[config.mk]
export PLATFORM = sky130hd
export DESIGN_NAME = drom_hdr_check
export DESIGN_NICKNAME = d
export VERILOG_FILES = /design/src/rtl/drom_pkg.sv /design/src/rtl/drom_crc8_unit.sv /design/src/rtl/drom_crc32c_unit.sv /design/src/rtl/drom_hdr_capture.sv /design/src/rtl/drom_hdr_check.sv
export SDC_FILE = /design/constraint.sdc
export NUM_CORES = 1
export LEC_CHECK = 0
export BUFFER_PORTS_ARGS = -buffer_cell sky130_fd_sc_hd__buf_2
export CAP_MARGIN = 20
export CORE_MARGIN = 2
export CORE_UTILIZATION = 45
export DETAILED_ROUTE_END_ITERATION = 10
export PLACE_DENSITY = 0.65
export SETUP_SLACK_MARGIN = 0.2
export SLEW_MARGIN = 5
export SYNTH_ARGS = -nofsm -noshare
export SYNTH_HDL_FRONTEND = slang
export SYNTH_HIERARCHICAL = 1
export SYNTH_SLANG_ARGS = --single-unit
[constraint.sdc]
create_clock -name clk -period 4.9 [get_ports clk]
set_clock_uncertainty 0.05 [all_clocks]
set_input_delay 0.245 -clock clk [delete_from_list [all_inputs] [get_ports clk]]
set_output_delay 0.245 -clock clk [all_outputs]
set_load 0.01 [all_outputs]
[src/rtl/drom_pkg.sv]
// Shared constants and CRC step functions for the ROM header checker.
// Assumes bytes are presented in image order starting at byte 0.
package drom_pkg;
    localparam int          DATA_START = 13;   // first byte of the data area
    localparam int          HDR_BYTES  = 20;   // bytes captured for field decode
    localparam int          MIN_IMAGE  = 22;   // smallest legal image
    localparam int          LEN_W      = 10;   // data length field width
    localparam int          CNT_W      = 12;   // byte counter width (saturating)
    localparam logic [7:0]  CRC8_POLY  = 8'h07;
    localparam logic [7:0]  CRC8_INIT  = 8'hFF;
    localparam logic [31:0] CRC32_POLY = 32'h82F63B78;
    localparam logic [31:0] CRC32_INIT = 32'hFFFF_FFFF;
    localparam logic [7:0]  STRICT_REV = 8'd3;

    // One byte of MSB-first CRC8.
    function automatic logic [7:0] crc8_step(input logic [7:0] c, input logic [7:0] b);
        logic [7:0] r;
        r = c ^ b;
        for (int i = 0; i < 8; i++)
            r = {r[6:0], 1'b0} ^ (r[7] ? CRC8_POLY : 8'h00);
        return r;
    endfunction

    // One byte of reflected CRC-32C, unrolled into a parallel update.
    function automatic logic [31:0] crc32c_step(input logic [31:0] c, input logic [7:0] b);
        logic [31:0] r;
        r = c ^ {24'h0, b};
        for (int i = 0; i < 8; i++)
            r = {1'b0, r[31:1]} ^ (r[0] ? CRC32_POLY : 32'h0);
        return r;
    endfunction
endpackage

[src/rtl/drom_crc8_unit.sv]
// Identifier CRC8 accumulator. clr loads the initial value; en folds in one byte.
// Assumes clr and en are never both high.
module drom_crc8_unit
    import drom_pkg::*;
(
    input  logic       clk,
    input  logic       rst_n,
    input  logic       clr,
    input  logic       en,
    input  logic [7:0] din,
    output logic [7:0] crc
);
    // Accumulate one byte per enabled cycle.
    always_ff @(posedge clk) begin
        if (!rst_n)   crc <= CRC8_INIT;
        else if (clr) crc <= CRC8_INIT;
        else if (en)  crc <= crc8_step(crc, din);
    end


    crc8_hold_chk: assert property (@(posedge clk) disable iff (!rst_n)
        (!clr && !en) |=> $stable(crc));
endmodule

[src/rtl/drom_crc32c_unit.sv]
// Data-area CRC-32C accumulator, one byte per cycle, register holds the
// non-inverted remainder. Assumes clr and en are never both high.
module drom_crc32c_unit
    import drom_pkg::*;
(
    input  logic        clk,
    input  logic        rst_n,
    input  logic        clr,
    input  logic        en,
    input  logic [7:0]  din,
    output logic [31:0] crc
);
    // Accumulate one byte per enabled cycle.
    always_ff @(posedge clk) begin
        if (!rst_n)   crc <= CRC32_INIT;
        else if (clr) crc <= CRC32_INIT;
        else if (en)  crc <= crc32c_step(crc, din);
    end


    crc32_hold_chk: assert property (@(posedge clk) disable iff (!rst_n)
        (!clr && !en) |=> $stable(crc));
endmodule

[src/rtl/drom_hdr_capture.sv]
// Holds the first NBYTES bytes of the frame, one register per byte position.
// Assumes idx is the position of the byte written this cycle.
module drom_hdr_capture
    import drom_pkg::*;
#(
    parameter int NBYTES = HDR_BYTES
) (
    input  logic                clk,
    input  logic                rst_n,
    input  logic                wr,
    input  logic [CNT_W-1:0]    idx,
    input  logic [7:0]          din,
    output logic [NBYTES*8-1:0] hdr
);
    for (genvar g = 0; g < NBYTES; g++) begin : g_byte
        // Latch byte g of the frame when it arrives.
        always_ff @(posedge clk) begin
            if (!rst_n)
                hdr[g*8 +: 8] <= 8'h00;
            else if (wr && idx == CNT_W'(g))
                hdr[g*8 +: 8] <= din;
        end
    end
endmodule

[src/rtl/drom_hdr_check.sv]
// Streaming ROM header checker. Tracks the byte position, steers bytes to the
// two CRC units and the header capture, and classifies the frame on in_last.
// Assumes one byte per in_valid cycle; outputs are meaningful while res_valid.
module drom_hdr_check
    import drom_pkg::*;
(
    input  logic        clk,
    input  logic        rst_n,
    input  logic        in_valid,
    input  logic [7:0]  in_data,
    input  logic        in_last,
    output logic        res_valid,
    output logic [63:0] res_uid,
    output logic [7:0]  res_rev,
    output logic [9:0]  res_len,
    output logic [15:0] res_vendor,
    output logic [15:0] res_model,
    output logic        res_uid_ok,
    output logic        res_data_ok,
    output logic        res_size_err,
    output logic        res_fatal,
    output logic        res_warn
);
    localparam logic [CNT_W-1:0] CNT_MAX = {CNT_W{1'b1}};
    localparam int               UID_LO  = 1;
    localparam int               UID_HI  = 8;

    logic                   sof;
    logic [CNT_W-1:0]       cnt;
    logic [CNT_W-1:0]       idx;
    logic [HDR_BYTES*8-1:0] hdr;
    logic [7:0]             crc8_q;
    logic [31:0]            crc32_q;
    logic [LEN_W-1:0]       len_f;
    logic [CNT_W-1:0]       area_end;
    logic                   crc8_en, crc32_en, first_byte;
    logic                   strict;

    assign idx        = sof ? '0 : cnt;
    assign first_byte = in_valid && (idx == '0);
    assign len_f      = {hdr[121:120], hdr[119:112]};
    assign area_end   = CNT_W'(len_f) + CNT_W'(DATA_START);
    assign crc8_en    = in_valid && idx >= CNT_W'(UID_LO) && idx <= CNT_W'(UID_HI);
    assign crc32_en   = in_valid && idx >= CNT_W'(DATA_START) &&
                        (idx < CNT_W'(DATA_START + 3) || idx < area_end);

    // Frame position tracking and result strobe.
    always_ff @(posedge clk) begin
        if (!rst_n) begin
            sof       <= 1'b1;
            cnt       <= '0;
            res_valid <= 1'b0;
        end else begin
            res_valid <= in_valid && in_last;
            if (in_valid) begin
                sof <= in_last;
                cnt <= (idx == CNT_MAX) ? idx : idx + 1'b1;
            end
        end
    end

    drom_crc8_unit u_crc8 (
        .clk(clk), .rst_n(rst_n), .clr(first_byte), .en(crc8_en),
        .din(in_data), .crc(crc8_q)
    );

    drom_crc32c_unit u_crc32 (
        .clk(clk), .rst_n(rst_n), .clr(first_byte), .en(crc32_en),
        .din(in_data), .crc(crc32_q)
    );

    drom_hdr_capture #(.NBYTES(HDR_BYTES)) u_hdr (
        .clk(clk), .rst_n(rst_n), .wr(in_valid), .idx(idx),
        .din(in_data), .hdr(hdr)
    );

    // Field decode and verdict classification.
    always_comb begin
        res_uid      = hdr[UID_HI*8+7 : UID_LO*8];
        res_rev      = hdr[111:104];
        res_len      = len_f;
        res_vendor   = hdr[143:128];
        res_model    = hdr[159:144];
        res_uid_ok   = (crc8_q == hdr[7:0]);
        res_data_ok  = (~crc32_q == hdr[103:72]);
        res_size_err = (cnt != area_end) || (cnt < CNT_W'(MIN_IMAGE));
        strict       = (res_rev == STRICT_REV);
        res_fatal    = res_size_err || (strict ? !res_data_ok : !res_uid_ok);
        res_warn     = !strict && !res_data_ok;
    end


    strobe_sof_chk: assert property (@(posedge clk) disable iff (!rst_n)
        res_valid |-> sof);

    size_fatal_chk: assert property (@(posedge clk) disable iff (!rst_n)
        (res_valid && res_size_err) |-> res_fatal);

    strict_fatal_chk: assert property (@(posedge clk) disable iff (!rst_n)
        (res_valid && res_rev == STRICT_REV && !res_data_ok) |-> (res_fatal && !res_warn));

    legacy_fatal_chk: assert property (@(posedge clk) disable iff (!rst_n)
        (res_valid && res_rev != STRICT_REV && !res_uid_ok) |-> res_fatal);
endmodule

# [Word level (Yosys, flattened, before mapping)]
# Cells that the tools add are included.
[totals] regBits=208 latchBits=0 ram_bits=0 romBits=0 in_bits=12 elab_cells=130 mem_count=0
[classes] addsub=2 n_mul=0 n_div=0 n_lt_le_gt_ge=6 n_eq_ne=24 shifts=0 n_mux=19 bitwise=20 n_reduce_logical=34
[op_table] operator="$mux 32" count=8
[op_table] operator="$xor 31x32->32" count=8
[op_table] operator="$eq 12x4->1 const B" count=8
[op_table] operator="$xor 8x8->8" count=9
[op_table] operator="$eq 12x3->1 const B" count=4
[op_table] operator="$eq 12x5->1 const B" count=4
[op_table] operator="$eq 32x32->1" count=1
[op_table] operator="$not 32->32" count=1
[op_table] operator="$xor 32x8->32" count=1
[op_table] operator="$logic_and 1x1->1" count=26
[op_table] operator="$eq 12x2->1 const B" count=2
[op_table] operator="$lt 12x5->1 const B" count=2
[op_table] operator="$mux 12" count=2
[op_table] operator="$mux 3" count=8
[op_table] operator="$add 12x1->12 const B" count=1
[op_table] operator="$eq 12x1->1 const B" count=1
[op_table] operator="$eq 12x12->1 const B" count=1
[op_table] operator="$ge 12x1->1 const B" count=1
[op_table] operator="$ge 12x4->1 const B" count=1
[op_table] operator="$le 12x4->1 const B" count=1
[op_table] operator="$logic_not 12->1" count=1
[op_table] operator="$lt 12x11->1" count=1
[op_table] operator="$ne 12x11->1" count=1
[op_table] operator="$add 10x4->11 const B" count=1
[op_table] operator="other kinds (7)" count=11

# [Longest topological paths before layout]
[logic_depth] depth_word=17 mapped_depth=16 ltp_nobuf=13

# [Cells and area by module]
# Netlist, hierarchy kept.
[by_module_without_submodules] module="drom_hdr_capture" n_inst=1 cells_each=572 area_per_inst_um2=6050.8 seq_area_each_um2=3203.1
[by_module_without_submodules] module="drom_crc32c_unit" n_inst=1 cells_each=197 area_per_inst_um2=2031.9 seq_area_each_um2=640.6
[by_module_without_submodules] module="drom_hdr_check" n_inst=1 cells_each=258 area_per_inst_um2=1996.9 seq_area_each_um2=280.3
[by_module_without_submodules] module="drom_crc8_unit" n_inst=1 cells_each=54 area_per_inst_um2=594.3 seq_area_each_um2=160.2

# [Least setup slack after synthesis]
# Ideal clock, no wire load.
[synth_timing] path_kind="register to register" startpoint="register u_hdr.hdr[112]" endpoint="register u_crc32.crc[5]" t_arrival_ns=3.255 path_slack_ns=1.465 path_stages_with_launch=16 cell_sequence="dfxtp_1 ha_1 nor3_1 nor3_1 inv_1 ha_1 or3_1 a2111oi_0 o21ai_0 o22ai_1 clkbuf_1 inv_1 clkbuf_1 clkbuf_1 a21oi_1 o31ai_2"
[synth_via] elab_chain_len=4
[synth_rtl] element="from (decl)" line="drom_hdr_capture.sv:13" source="output logic [NBYTES*8-1:0] hdr"
[synth_rtl] element="from (signal, indexed assignment)" line="drom_hdr_capture.sv:21" source="hdr[g*8 +: 8] <= din;"
[synth_rtl] element="$add 10x4->11" line="drom_hdr_check.sv:42" source="assign area_end = CNT_W'(len_f) + CNT_W'(DATA_START);"
[synth_rtl] element="$lt 12x11->1" line="drom_hdr_check.sv:45" source="(idx < CNT_W'(DATA_START + 3) || idx < area_end);"
[synth_rtl] element="$logic_or 1x1->1" line="drom_hdr_check.sv:45"
[synth_rtl] element="$logic_and 1x1->1" line="drom_hdr_check.sv:44" source="assign crc32_en = in_valid && idx >= CNT_W'(DATA_START) &&"
[synth_rtl] element="via crc32_en" line="drom_hdr_check.sv:36" source="logic crc8_en, crc32_en, first_byte;"
[synth_rtl] element="to (signal assigned)" line="drom_crc32c_unit.sv:17" source="else if (en) crc <= crc32c_step(crc, din);"
[synth_rtl] element="to (decl)" line="drom_crc32c_unit.sv:11" source="output logic [31:0] crc"
# The timed path passes the listed nets, and every way through them passes these cells.
# A chain may end at the register's enable or synchronous reset.

# [Worst setup path after layout]
[layout_timing] startpoint="register u_hdr.hdr[112]" endpoint="register u_crc32.crc[20]"
# The elaborated chain is that of the path after synthesis.

==> metrics.yaml <==
pre_cts_ws_ps: 754
hold_buffers: 1
grt_pass1_vias: 7541
timing.critical_path.fanout_max: 26
post_route_cells_drive_above_1_share: 0.191
place.port_buffers: 131
fin_nets: 1192
cts_post_setup_buffers_inserted: 0
critical_path_endpoint: "u_crc32/crc[20]$_SDFFE_PP1P_"
routabilityCongestion: 0.886
cts.root.buffer_cell: "sky130_fd_sc_hd__clkbuf_16"
p_leak_nw: 5.67
insertion_delay_ps: 510
worstPathArrival_ps: 4510
crit-reg2reg-capture: "u_crc32/crc[20]$_SDFFE_PP1P_"
grtUsageMet1: 0.320
antennaDiodeCount: 0
power_density_mw_per_mm2: 338
detail_route.iter0.violations: 541
finalWorstSetupSlack_ps: 751
finalWirelength_um: 27000
result_of_the_run: "finished clean"
critical_path_startpoint: "u_hdr/hdr[112]$_SDFFE_PN0P_"
worstReg2RegStart: "u_hdr/hdr[112]$_SDFFE_PN0P_"
ys_warn_count: 6
path_clk_slew_ps: 60
placement_rows: 55
worst_setup_path_start_kind: "flop"
ant_nets: 0
fmax_ghz: 0.241
initial_core_util: 0.461
dp_hpwl_um: 18200
drt_drc_violations_left: 0
totalNegativeSetupSlack_ps: 0
grt_util_met3: 0.0443
clock_path_buffers: 3
ff2ff_path_depth: 15
cts_num_sinks: 208
worstSetupPathType: "flop to flop"
synth_cells: 1063
max_cap_violations: 0
final_min_period_over_clock_period: 0.847
period_minus_slack_ps: 4150
finalHoldViolCount: 0
cts_buffers: 24
crit_path_end_kind: "flop"
syn_nets: 1090
dieHeight_um: 157
boundaryPins: 132
gr-usage-all-layers: 0.220
timing.final.setup_violations: 0
tightest_slew_ps: 1150
ff2ff_setup_slack_ps: 750
grt_antenna_before_repair: 0
grt_pass1_wl_um: 42700
synthToLayoutAreaGrowth_pct: 16.9
globalRoute.busiestLayer: "met2"
worst_ep_required_time_ps: 5260
met2_demand_to_capacity_share_in_global_routing: 0.336
timing.final.max_slew_violations: 0
grt_remaining_overflow: 0
synthesis.area_mm2: 0.0105
detailroute.via_count: 7922
grt_max_degree: 66
cts-resized-gates: 0
dieArea_mm2: 0.0245
hold_ws_ps: 71.9
placeableCoreArea_mm2: 0.0227
detailedRoute.firstPassIterationCount: 5
die-width_um: 157
setup_repair_after_global_routing_missed_its_margin: "no"
syn_avg_cell_area_um2: 9.85
routed_via_density: 5.40
worstHoldPathType: "input pin to flop"
maxSlewHeadroom: 0.229
worst_ir_drop_vdd_v: 0.000257
routedWlPerCell_um: 18.4
cts-htree-levels: 1
tritoncts: "done"
-- stage by stage --
| step | power, mW | utilization | std cells | area [µm²] |
|---|---|---|---|---|
| floorplan | 2.04 | - | 1063 | 10500 |
| finish | 4.14 | 0.539 | 1468 | 12200 |
| global route | 4.28 | 0.539 | 1468 | 12200 |
| global placement | 2.12 | 0.496 | 1420 | 11300 |
| CTS | 4.18 | 0.538 | 1465 | 12200 |
| detailed placement | 2.13 | 0.496 | 1420 | 11300 |
-- area by class of cell --
type                    instances  area [µm²]
clock buffers                  32         702
clock inverters                12         224
fillers                      2078       10500
inverters                      11        41.3
multi-input cells             777        5990
flip-flops and latches        208        4160
well taps                     285         357
repair buffers                143         758
-- registers in the layout, indices dropped and copies added (netlist names) --
| register | flops |
|---|---|
| u_hdr/hdr | 154 |
| u_crc32/crc | 32 |
| cnt | 12 |
| u_crc8/crc | 8 |
| res_valid | 1 |
| sof | 1 |
-- per-layer routing --
metal	vias to the layer above	wire length, µm
met5	-	0
met4	0	397
met3	30	1800
met2	248	11700
met1	3788	13100
li1	3856	-
-- critical path: stages, from the launching register on --
cell	delay, ps
sky130_fd_sc_hd__dfxtp_1	390
sky130_fd_sc_hd__ha_1	290
sky130_fd_sc_hd__nor3_1	450
sky130_fd_sc_hd__nor2_1	150
sky130_fd_sc_hd__xor2_1	200
sky130_fd_sc_hd__inv_1	70
sky130_fd_sc_hd__ha_1	180
sky130_fd_sc_hd__a21o_1	150
sky130_fd_sc_hd__a2111oi_0	450
sky130_fd_sc_hd__o21ai_0	180
sky130_fd_sc_hd__o22ai_1	190
sky130_fd_sc_hd__buf_4	250
sky130_fd_sc_hd__inv_1	320
sky130_fd_sc_hd__buf_4	350
sky130_fd_sc_hd__a21oi_1	150
sky130_fd_sc_hd__a21bo_1	220
-- where the power goes --
part	internal, mW	switching [mW]
sequential	1.70	0.0133
clock	1.32	0.725
combinational	0.163	0.213
total	3.19	0.952
-- worst min-delay path by stage --
stage                                            end                        from  slack [ps]  cells past startpoint
final                               sof$_SDFFE_PN1P_                    in_valid          70                      3
after global routing                sof$_SDFFE_PN1P_                    in_valid          70                      3
after CTS                           sof$_SDFFE_PN1P_                    in_valid          50                      3
after detailed placement  u_hdr/hdr[57]$_SDFFE_PN0P_  u_hdr/hdr[57]$_SDFFE_PN0P_         390                      2
after global placement    u_hdr/hdr[57]$_SDFFE_PN0P_  u_hdr/hdr[57]$_SDFFE_PN0P_         390                      2
after floorplan                     sof$_SDFFE_PN1P_                     in_last         320                      2
-- placed cells by master (no fill, tap or decap), types with 11 or more instances in the layout --
master	instances
sky130_fd_sc_hd__nor4_1	11
sky130_fd_sc_hd__mux2i_1	156
sky130_fd_sc_hd__nor3_1	11
sky130_fd_sc_hd__xor2_1	25
sky130_fd_sc_hd__buf_4	11
sky130_fd_sc_hd__buf_2	130
sky130_fd_sc_hd__xnor2_1	95
sky130_fd_sc_hd__nand2_1	188
sky130_fd_sc_hd__dfxtp_1	208
sky130_fd_sc_hd__o21ai_0	19
sky130_fd_sc_hd__a21oi_1	28
sky130_fd_sc_hd__nor2b_1	20
sky130_fd_sc_hd__clkbuf_16	25
sky130_fd_sc_hd__nor2_1	32
sky130_fd_sc_hd__xnor3_1	13
sky130_fd_sc_hd__xnor2_2	11
sky130_fd_sc_hd__inv_1	11
sky130_fd_sc_hd__o21ai_1	16
sky130_fd_sc_hd__nand4_1	14
sky130_fd_sc_hd__ha_1	15
Power figures use the tool's default switching activity.
